### src/rtl/vd_pkg.sv
package vd_pkg;

    typedef enum logic [1:0] {
        ST_IDLE   = 2'd0,
        ST_SEARCH = 2'd1,
        ST_HIT    = 2'd2
    } vd_state_e;

endpackage

### src/rtl/vd_window.sv
module vd_window #(
    parameter int PIX_W = 8,
    parameter int WIN   = 24
) (
    input  logic             clk,
    input  logic             rst_n,
    input  logic             shift_en,
    input  logic             restart,
    input  logic [PIX_W-1:0] pix,
    output logic [PIX_W-1:0] win [WIN],
    output logic             full
);
    localparam int HIST   = WIN - 1;
    localparam int FILL_W = $clog2(WIN);
    localparam logic [FILL_W-1:0] FILL_MAX = FILL_W'(HIST);

    logic [PIX_W-1:0]  hist [HIST];
    logic [FILL_W-1:0] fill;

    always_ff @(posedge clk or negedge rst_n) begin
        if (!rst_n) begin
            fill <= '0;
        end else if (restart) begin
            fill <= '0;
        end else if (shift_en && fill != FILL_MAX) begin
            fill <= fill + 1'b1;
        end
    end

    always_ff @(posedge clk) begin
        if (shift_en) begin
            hist[0] <= pix;
            for (int k = 1; k < HIST; k++) begin
                hist[k] <= hist[k-1];
            end
        end
    end

    generate
        for (genvar k = 0; k < WIN; k++) begin : g_win
            if (k == WIN - 1) begin : g_live
                assign win[k] = pix;
            end else begin : g_hist
                assign win[k] = hist[WIN-2-k];
            end
        end
    endgenerate

    assign full = (fill == FILL_MAX);

endmodule

### src/rtl/vd_match.sv
module vd_match #(
    parameter int PIX_W     = 8,
    parameter int WIN       = 24,
    parameter int GAP       = 6,
    parameter int EDGE_SPAN = 10,
    parameter int FLOOR_LO  = 10,
    parameter int FLOOR_HI  = 14,
    parameter int MIN_DARK  = 3,
    parameter int FALL_MIN  = 16,
    parameter int RISE_MIN  = 15
) (
    input  logic [PIX_W-1:0] win [WIN],
    input  logic [PIX_W-1:0] thr,
    output logic             valley
);
    localparam int FALL_LAST  = EDGE_SPAN - 1 - GAP;
    localparam int RISE_FIRST = WIN - EDGE_SPAN;
    localparam int RISE_LAST  = WIN - 1 - GAP;

    logic fall_ok, floor_ok, rise_ok;
    int   dark_n;

    always_comb begin
        fall_ok = 1'b0;
        for (int i = 0; i <= FALL_LAST; i++) begin
            if (int'(win[i]) - int'(win[i+GAP]) >= FALL_MIN) fall_ok = 1'b1;
        end
    end

    always_comb begin
        dark_n = 0;
        for (int i = FLOOR_LO; i <= FLOOR_HI; i++) begin
            if (win[i] < thr) dark_n = dark_n + 1;
        end
        floor_ok = (dark_n >= MIN_DARK);
    end

    always_comb begin
        rise_ok = 1'b0;
        for (int j = RISE_FIRST; j <= RISE_LAST; j++) begin
            if (int'(win[j+GAP]) - int'(win[j]) >= RISE_MIN) rise_ok = 1'b1;
        end
    end

    assign valley = fall_ok && floor_ok && rise_ok;

endmodule

### src/rtl/vd_tally.sv
module vd_tally #(
    parameter int CNT_W = 6
) (
    input  logic             clk,
    input  logic             rst_n,
    input  logic             clr,
    input  logic             inc,
    output logic [CNT_W-1:0] cnt
);
    localparam logic [CNT_W-1:0] CNT_MAX = '1;

    always_ff @(posedge clk or negedge rst_n) begin
        if (!rst_n) begin
            cnt <= '0;
        end else if (clr) begin
            cnt <= '0;
        end else if (inc && cnt != CNT_MAX) begin
            cnt <= cnt + 1'b1;
        end
    end

endmodule

### src/rtl/valley_detector.sv
module valley_detector #(
    parameter int PIX_W    = 8,
    parameter int WIN      = 24,
    parameter int SEL_W    = 4,
    parameter int THR_BASE = 60,
    parameter int THR_STEP = 2,
    parameter int CNT_W    = 6,
    parameter int LIMIT    = 10
) (
    input  logic             clk,
    input  logic             rst_n,
    input  logic             pix_valid,
    input  logic [PIX_W-1:0] pix_data,
    input  logic             line_start,
    input  logic             image_start,
    input  logic             image_end,
    input  logic [SEL_W-1:0] sens_sel,
    output logic [CNT_W-1:0] occ_count,
    output logic             reject
);
    import vd_pkg::*;

    vd_state_e        state, state_nx;
    logic [PIX_W-1:0] win [WIN];
    logic [PIX_W-1:0] thr;
    logic             full, valley, active, take_hit, restart;

    assign active   = (state != ST_IDLE);
    assign thr      = PIX_W'(THR_BASE + THR_STEP * int'(sens_sel));
    assign restart  = image_start || (active && line_start);
    assign take_hit = (state == ST_SEARCH) && pix_valid && full && valley
                      && !image_start && !image_end && !line_start;

    vd_window #(.PIX_W(PIX_W), .WIN(WIN)) u_window (
        .clk      (clk),
        .rst_n    (rst_n),
        .shift_en (pix_valid && active),
        .restart  (restart),
        .pix      (pix_data),
        .win      (win),
        .full     (full)
    );

    vd_match #(.PIX_W(PIX_W), .WIN(WIN)) u_match (
        .win    (win),
        .thr    (thr),
        .valley (valley)
    );

    vd_tally #(.CNT_W(CNT_W)) u_tally (
        .clk   (clk),
        .rst_n (rst_n),
        .clr   (image_start),
        .inc   (take_hit),
        .cnt   (occ_count)
    );

    always_comb begin
        state_nx = state;
        unique case (state)
            ST_IDLE: begin
                if (image_start) state_nx = ST_SEARCH;
            end
            ST_SEARCH: begin
                if (image_start)     state_nx = ST_SEARCH;
                else if (image_end)  state_nx = ST_IDLE;
                else if (line_start) state_nx = ST_SEARCH;
                else if (take_hit)   state_nx = ST_HIT;
            end
            ST_HIT: begin
                if (image_start)     state_nx = ST_SEARCH;
                else if (image_end)  state_nx = ST_IDLE;
                else if (line_start) state_nx = ST_SEARCH;
            end
            default: state_nx = ST_IDLE;
        endcase
    end

    always_ff @(posedge clk or negedge rst_n) begin
        if (!rst_n) state <= ST_IDLE;
        else        state <= state_nx;
    end

    always_ff @(posedge clk or negedge rst_n) begin
        if (!rst_n) begin
            reject <= 1'b0;
        end else if (image_start) begin
            reject <= 1'b0;
        end else if (image_end && active) begin
            reject <= (occ_count > CNT_W'(LIMIT));
        end
    end

endmodule

### config.mk
export PLATFORM = sky130hd
export DESIGN_NAME = valley_detector
export DESIGN_NICKNAME = d
export VERILOG_FILES = /design/src/rtl/vd_pkg.sv /design/src/rtl/vd_window.sv /design/src/rtl/vd_match.sv /design/src/rtl/vd_tally.sv /design/src/rtl/valley_detector.sv
export SDC_FILE = /design/constraint.sdc
export NUM_CORES = 1
export LEC_CHECK = 0
export ABC_AREA = 0
export ABC_CLOCK_PERIOD_IN_PS = 11900
export BUFFER_PORTS_ARGS = -buffer_cell sky130_fd_sc_hd__buf_2
export CORE_ASPECT_RATIO = 1.75
export CORE_MARGIN = 1.5
export CORE_UTILIZATION = 45
export CTS_CLUSTER_SIZE = 40
export DETAILED_ROUTE_END_ITERATION = 10
export PLACE_DENSITY_LB_ADDON = 0.2
export SYNTH_ARGS = -nofsm -noshare
export SYNTH_HDL_FRONTEND = slang
export SYNTH_HIERARCHICAL = 1
export SYNTH_SLANG_ARGS = --single-unit
### constraint.sdc
create_clock -name clk -period 11.9 [get_ports clk]
set_clock_uncertainty 0.15 [all_clocks]
set_input_delay 0.595 -clock clk [delete_from_list [all_inputs] [get_ports clk]]
set_output_delay 0.595 -clock clk [all_outputs]
set_load 0.01 [all_outputs]
Yosys cells after proc, flatten, opt, wreduce, memory -nomap -nowiden
Memory sizes are Yosys's and may differ from the RTL's.
Index checks and enable logic that the tools add are counted.
{"block": "word_totals", "reg_bits": 14, "ram_bits": 184, "input_bits": 18, "out_inout_bits": 7, "memories": 1}
{"memory": "u_window.hist", "words": 23, "word_bits": 8, "rd": 23, "rd_clocked_by_memory_dff": 0, "write_ports": 23, "line_no": "vd_window.sv:17", "source": "logic [PIX_W-1:0] hist [HIST];"}
{"block": "op_classes", "addsub": 15, "n_lt_le_gt_ge": 15, "n_eq_ne": 8, "mux": 30, "n_reduce_logical": 23}
{"cell": ">= comparator 32 x 5 -> 1 bit (second input constant)", "count": 4}
{"cell": ">= comparator 32 x 6 -> 1 bit (second input constant)", "count": 4}
{"cell": "2-to-1 mux 32 bit", "count": 4}
{"cell": "adder 32 x 2 -> 32 bit (second input constant)", "count": 3}
{"cell": "subtractor 8 x 8 -> 9 bit", "count": 8}
{"cell": "< comparator 8 x 7 -> 1 bit", "count": 5}
{"cell": ">= comparator 32 x 3 -> 1 bit (second input constant)", "count": 1}
{"cell": "2-to-1 mux 2 bit", "count": 8}
{"cell": "logical AND 1 bit", "count": 13}
{"cell": "2-to-1 mux 1 bit", "count": 13}
{"cell": "2-to-1 mux 6 bit", "count": 2}
{"cell": "2-to-1 mux 5 bit", "count": 2}
{"cell": "nonzero test 2 bit", "count": 4}
{"cell": "adder 6 x 5 -> 7 bit (first input constant)", "count": 1}
{"cell": "adder 6 x 1 -> 6 bit (second input constant)", "count": 1}
{"cell": "greater-than comparator 6 x 4 -> 1 bit (second input constant)", "count": 1}
{"cell": "!= test 6 bit (second input constant)", "count": 1}
{"cell": "one-hot mux 2 bit (3 select lines)", "count": 1}
{"cell": "adder 5 x 1 -> 5 bit (second input constant)", "count": 1}
{"cell": "equality test 5 bit (second input constant)", "count": 1}
{"cell": "!= test 5 x 4 -> 1 bit (second input constant)", "count": 1}
{"cell": "!= test 5 bit (second input constant)", "count": 1}
{"cell": "!= test 4 bit (second input constant)", "count": 1}
{"cell": "logical NOT 1 bit", "count": 3}
{"cell": "7 further kinds", "count": 7}

Longest topological paths before layout
{"block": "logic_depth", "ltp_word": 23, "ltp_mapped": 27}

Modules after synthesis
Netlist, hierarchy kept.
{"mod": "vd_window", "n_inst": 1, "cells_per_inst": 218, "area_each_um2": 5844.4, "seq_area_each_um2": 5650.4}
{"mod": "vd_match", "n_inst": 1, "cells_per_inst": 518, "area_each_um2": 3769.9, "seq_area_each_um2": 0.0}
{"mod": "vd_tally", "n_inst": 1, "cells_per_inst": 35, "area_each_um2": 345.3, "seq_area_each_um2": 150.1}
{"mod": "valley_detector", "n_inst": 1, "cells_per_inst": 30, "area_each_um2": 252.7, "seq_area_each_um2": 75.1}

Worst setup path after synthesis
Ideal clock, no wire load.
{"block": "synth_timing", "path_kind": "input-to-reg", "from": "in pix_valid", "to": "reg u_window.fill[3]", "setup_ns": 0.078, "arrival_ns": 5.716, "path_slack_ns": 5.956, "cell_stages": 4, "n_path_buf": 0, "cell_sequence": "o21a_1 > nand4_1 > or3_1 > a21oi_1"}
{"block": "synth_via", "elab_chain_len": 3}
{"element": "from (decl)", "line_no": "valley_detector.sv:12", "source": "input logic pix_valid,"}
{"element": "logical AND 1 bit", "line_no": "valley_detector.sv:37", "source": ".shift_en (pix_valid && active),"}
{"element": "logical AND 1 bit", "line_no": "vd_window.sv:25", "source": "end else if (shift_en && fill != FILL_MAX) begin"}
{"element": "nonzero test 2 bit (no line)"}
{"element": "to (signal assigned)", "line_no": "vd_window.sv:26", "source": "fill <= fill + 1'b1;"}
{"element": "to (decl)", "line_no": "vd_window.sv:18", "source": "logic [FILL_W-1:0] fill;"}
No other way between the ends.
A chain may end at the register's enable or synchronous reset.

==> impl_metrics.env <==
export IMPL_final_setup_tns_ns=0
export IMPL_fmax_mhz=184
export IMPL_setup_violations=0
export IMPL_grt_pass1_wl_um=30100
export IMPL_placed_area_um2=10700
export IMPL_post_cts_resize_count=0
export IMPL_antenna_left=0
export IMPL_r2r_cells=21
export IMPL_period_share_pct=45.6
export IMPL_syn_area_um2=10200
export IMPL_clockBufferDepth=2
export IMPL_fp_dieW_um=117
export IMPL_overflow=0
export IMPL_status="completed"
export IMPL_num_rows=72
export IMPL_stdcell_count=1151
export IMPL_grt_max_degree=92
export IMPL_postSynthAreaPerCell_um2=12.7
export IMPL_cts_buffers=17
export IMPL_design_area_um2=11200
export IMPL_synth_edff_count=184
export IMPL_fin_nets=975
export IMPL_first_pass_iters=4
export IMPL_worstSetupStartpointType="register"
export IMPL_final_layout_size_suffix_gt1_share_pct=9.01
export IMPL_drv_cap=0
export IMPL_hp_class="in -> reg"
export IMPL_cts_root_buffer="clkbuf_16"
export IMPL_yosysUniqueCellTypes=77
export IMPL_slew_headroom_pct=22.7
export IMPL_clock_sinks=198
export IMPL_ir_worst_vdd_uv=93.1
export IMPL_synth_async_reset_ratio_pct=7.07
export IMPL_dr_total_vias=6145
export IMPL_vias_per_cell=5.34
export IMPL_tightest_slew_ns=1.16
export IMPL_avgRoutedWirePerCell_um=16.1
export IMPL_grt_pass1_vias=6338
export IMPL_hpwlAfterDp_um=13500
export IMPL_ctsHtreeMaxLevel=4
export IMPL_period_needed_ns=5.43
export IMPL_place_ws_ns=5.95
export IMPL_final_core_util_pct=50.7
export IMPL_start_util_pct=46.1
export IMPL_synth_seq_cells=198
export IMPL_drc=0
export IMPL_min_path_cells=1
export IMPL_critPathCaptureType="register"
export IMPL_grt_usage_pct=17.0
export IMPL_worstSetupPathType="reg -> reg"
export IMPL_io_pins=25
export IMPL_insertion_delay_ns=0.43
export IMPL_cts_hold_buf=1
export IMPL_gp_congestion=0.761
export IMPL_worstPathMaxFanout=11
export IMPL_final_common_cell="edfxtp_1"
export IMPL_port_buffers=24
export IMPL_yosysWarningCount=6
export IMPL_worst_endpoint_arrival_ns=5.62
export IMPL_insertedDiodeCount=0
export IMPL_powerDensity_nw_per_um2=142
export IMPL_final_cell_mix="184 x edfxtp_1, 108 x inv_1, 107 x ha_1, 43 x a21oi_1, 43 x nor2_1"
export IMPL_dieArea_um2=23600
export IMPL_die_y_um=202
export IMPL_areaGrowthSynthToFinish_pct=10.0
export IMPL_setup_ws_ns=6.47
export IMPL_rsz0062_at_grt="false"
export IMPL_crit_required_ns=12.09
export IMPL_cts_setup_buffers=0
export IMPL_coreArea_um2=22200
export IMPL_place_inst=1118
export IMPL_r2r_setup_slack_ns=6.47
export IMPL_drt_iter0_markers=311
export IMPL_yosysSeqAreaShare_pct=57.5
export IMPL_leakage_nw=4.56
export IMPL_cts_clk_slew_worst_paths_ns=0.07
export IMPL_finalMaxSlewViolations=0
export IMPL_synthFlopType="edfxtp_1"
export IMPL_synth_cells=801
export IMPL_grt_antenna_before_repair=0
export IMPL_hold_violations=0
export IMPL_wirelength_um=18500
export IMPL_tritoncts="yes"
## synth_stat cells, types with 3 or more instances
library cell | n | share of area, %
xnor2_1 | 10 | 0.86
a21oi_1 | 43 | 2.1
mux2i_1 | 4 | 0.39
or3_1 | 3 | 0.18
and3_1 | 3 | 0.18
xor2_1 | 6 | 0.51
nor3_1 | 18 | 0.88
nand4_1 | 4 | 0.24
fa_1 | 8 | 1.6
and2_1 | 3 | 0.18
dfrtp_1 | 14 | 3.4
o21a_1 | 13 | 0.96
nand3_1 | 8 | 0.39
nor3b_1 | 6 | 0.44
o211ai_1 | 6 | 0.44
inv_1 | 108 | 4.0
o311ai_0 | 3 | 0.26
nand2_1 | 22 | 0.81
nand2b_1 | 15 | 0.92
o21bai_1 | 5 | 0.37
o21ai_0 | 34 | 1.7
o22ai_1 | 9 | 0.55
o31ai_1 | 3 | 0.22
o21ai_1 | 7 | 0.34
a31oi_1 | 11 | 0.67
edfxtp_1 | 184 | 54
buf_4 | 8 | 0.59
nor2b_1 | 11 | 0.67
nor2_1 | 43 | 1.6
ha_1 | 107 | 13
a211oi_1 | 9 | 0.66
a21o_1 | 15 | 1.1
## metrics by stage
step	hold WS (ns)	total power, mW
after detailed placement	0.255	1.07
after global placement	0.254	1.07
after floorplan	0.149	1.01
after CTS	0.179	1.62
after global routing	0.179	1.68
final	0.208	1.60
## kinds of logic (layout without fill, tap and decap cells)
| group | Yosys count | count (layout) | synth area share, % |
|---|---|---|---|
| flip-flops | 198 | 198 | 57.5 |
| AO/OA/AOI/OAI | 189 | 189 | 12.5 |
| AND/OR/NAND/NOR | 156 | 156 | 8.33 |
| buffers and inverters | 119 | 168 | 4.74 |
| adder cells (fa/ha/maj) | 115 | 115 | 14.7 |
| XOR/XNOR | 17 | 17 | 1.53 |
| multiplexers | 6 | 6 | 0.613 |
| other | 1 | 6 | 0.0367 |
## sequential cells by signal, summed over array words and instances, names as in the netlist
register	cells
u_window/fill	5
u_tally/cnt	6
state	2
reject	1
u_window/hist	184
## layout make-up
cell class | count | area, um^2
Fill cell | 2023 | 10900
Sequential cell | 198 | 5880
Multi-Input combinational cell | 489 | 3880
Clock buffer | 19 | 433
Inverter | 109 | 409
Tap cell | 296 | 370
Timing Repair Buffer | 27 | 145
Clock inverter | 13 | 123
## metal layers
metal  global-route usage, %  part of all wire (%)
met5                       0                     0
met4                    5.34                   1.6
met3                    3.36                   2.0
met1                    16.8                    36
met2                    33.9                    60
## report_power, final
group	internal, mW	leakage (nW)	switching [mW]
clock	0.292	0.274	0.257
combinational	0.0949	2.35	0.133
sequential	0.806	1.94	0.0188
total	1.19	4.56	0.409
## worst max-delay path: stages, from the launching register on
cell,delay (ns)
edfxtp_1,0.41
ha_1,0.31
a21o_1,0.16
a21o_1,0.17
a21o_1,0.18
a21oi_1,0.15
nor2b_1,0.06
o21ai_1,0.19
a21o_1,0.15
ha_1,0.26
xnor2_2,0.25
ha_1,0.28
mux2_2,0.27
ha_1,0.27
inv_1,0.04
o221a_1,0.25
nor4_2,0.25
nand3_1,0.15
nor4b_2,0.74
and4_4,0.36
a31oi_1,0.09
a211oi_1,0.20
## path summary, 6_finish.rpt
| path | from | to |
|---|---|---|
| setup / recovery | u_window/hist[2][25]$_DFFE_PP_ | u_tally/cnt[5]$_DFFE_PN0P_ |
| hold / removal | pix_data[4] | u_window/hist[0][4]$_DFFE_PP_ |
| setup reg to reg | u_window/hist[2][25]$_DFFE_PP_ | u_tally/cnt[5]$_DFFE_PN0P_ |
| hold reg to reg | u_window/hist[1][1]$_DFFE_PP_ | u_window/hist[1][9]$_DFFE_PP_ |
| max in group asynchronous | rst_n | u_tally/cnt[0]$_DFFE_PN0P_ |
| min in group asynchronous | rst_n | reject$_DFFE_PN0P_ |
Power figures use the tool's default switching activity.
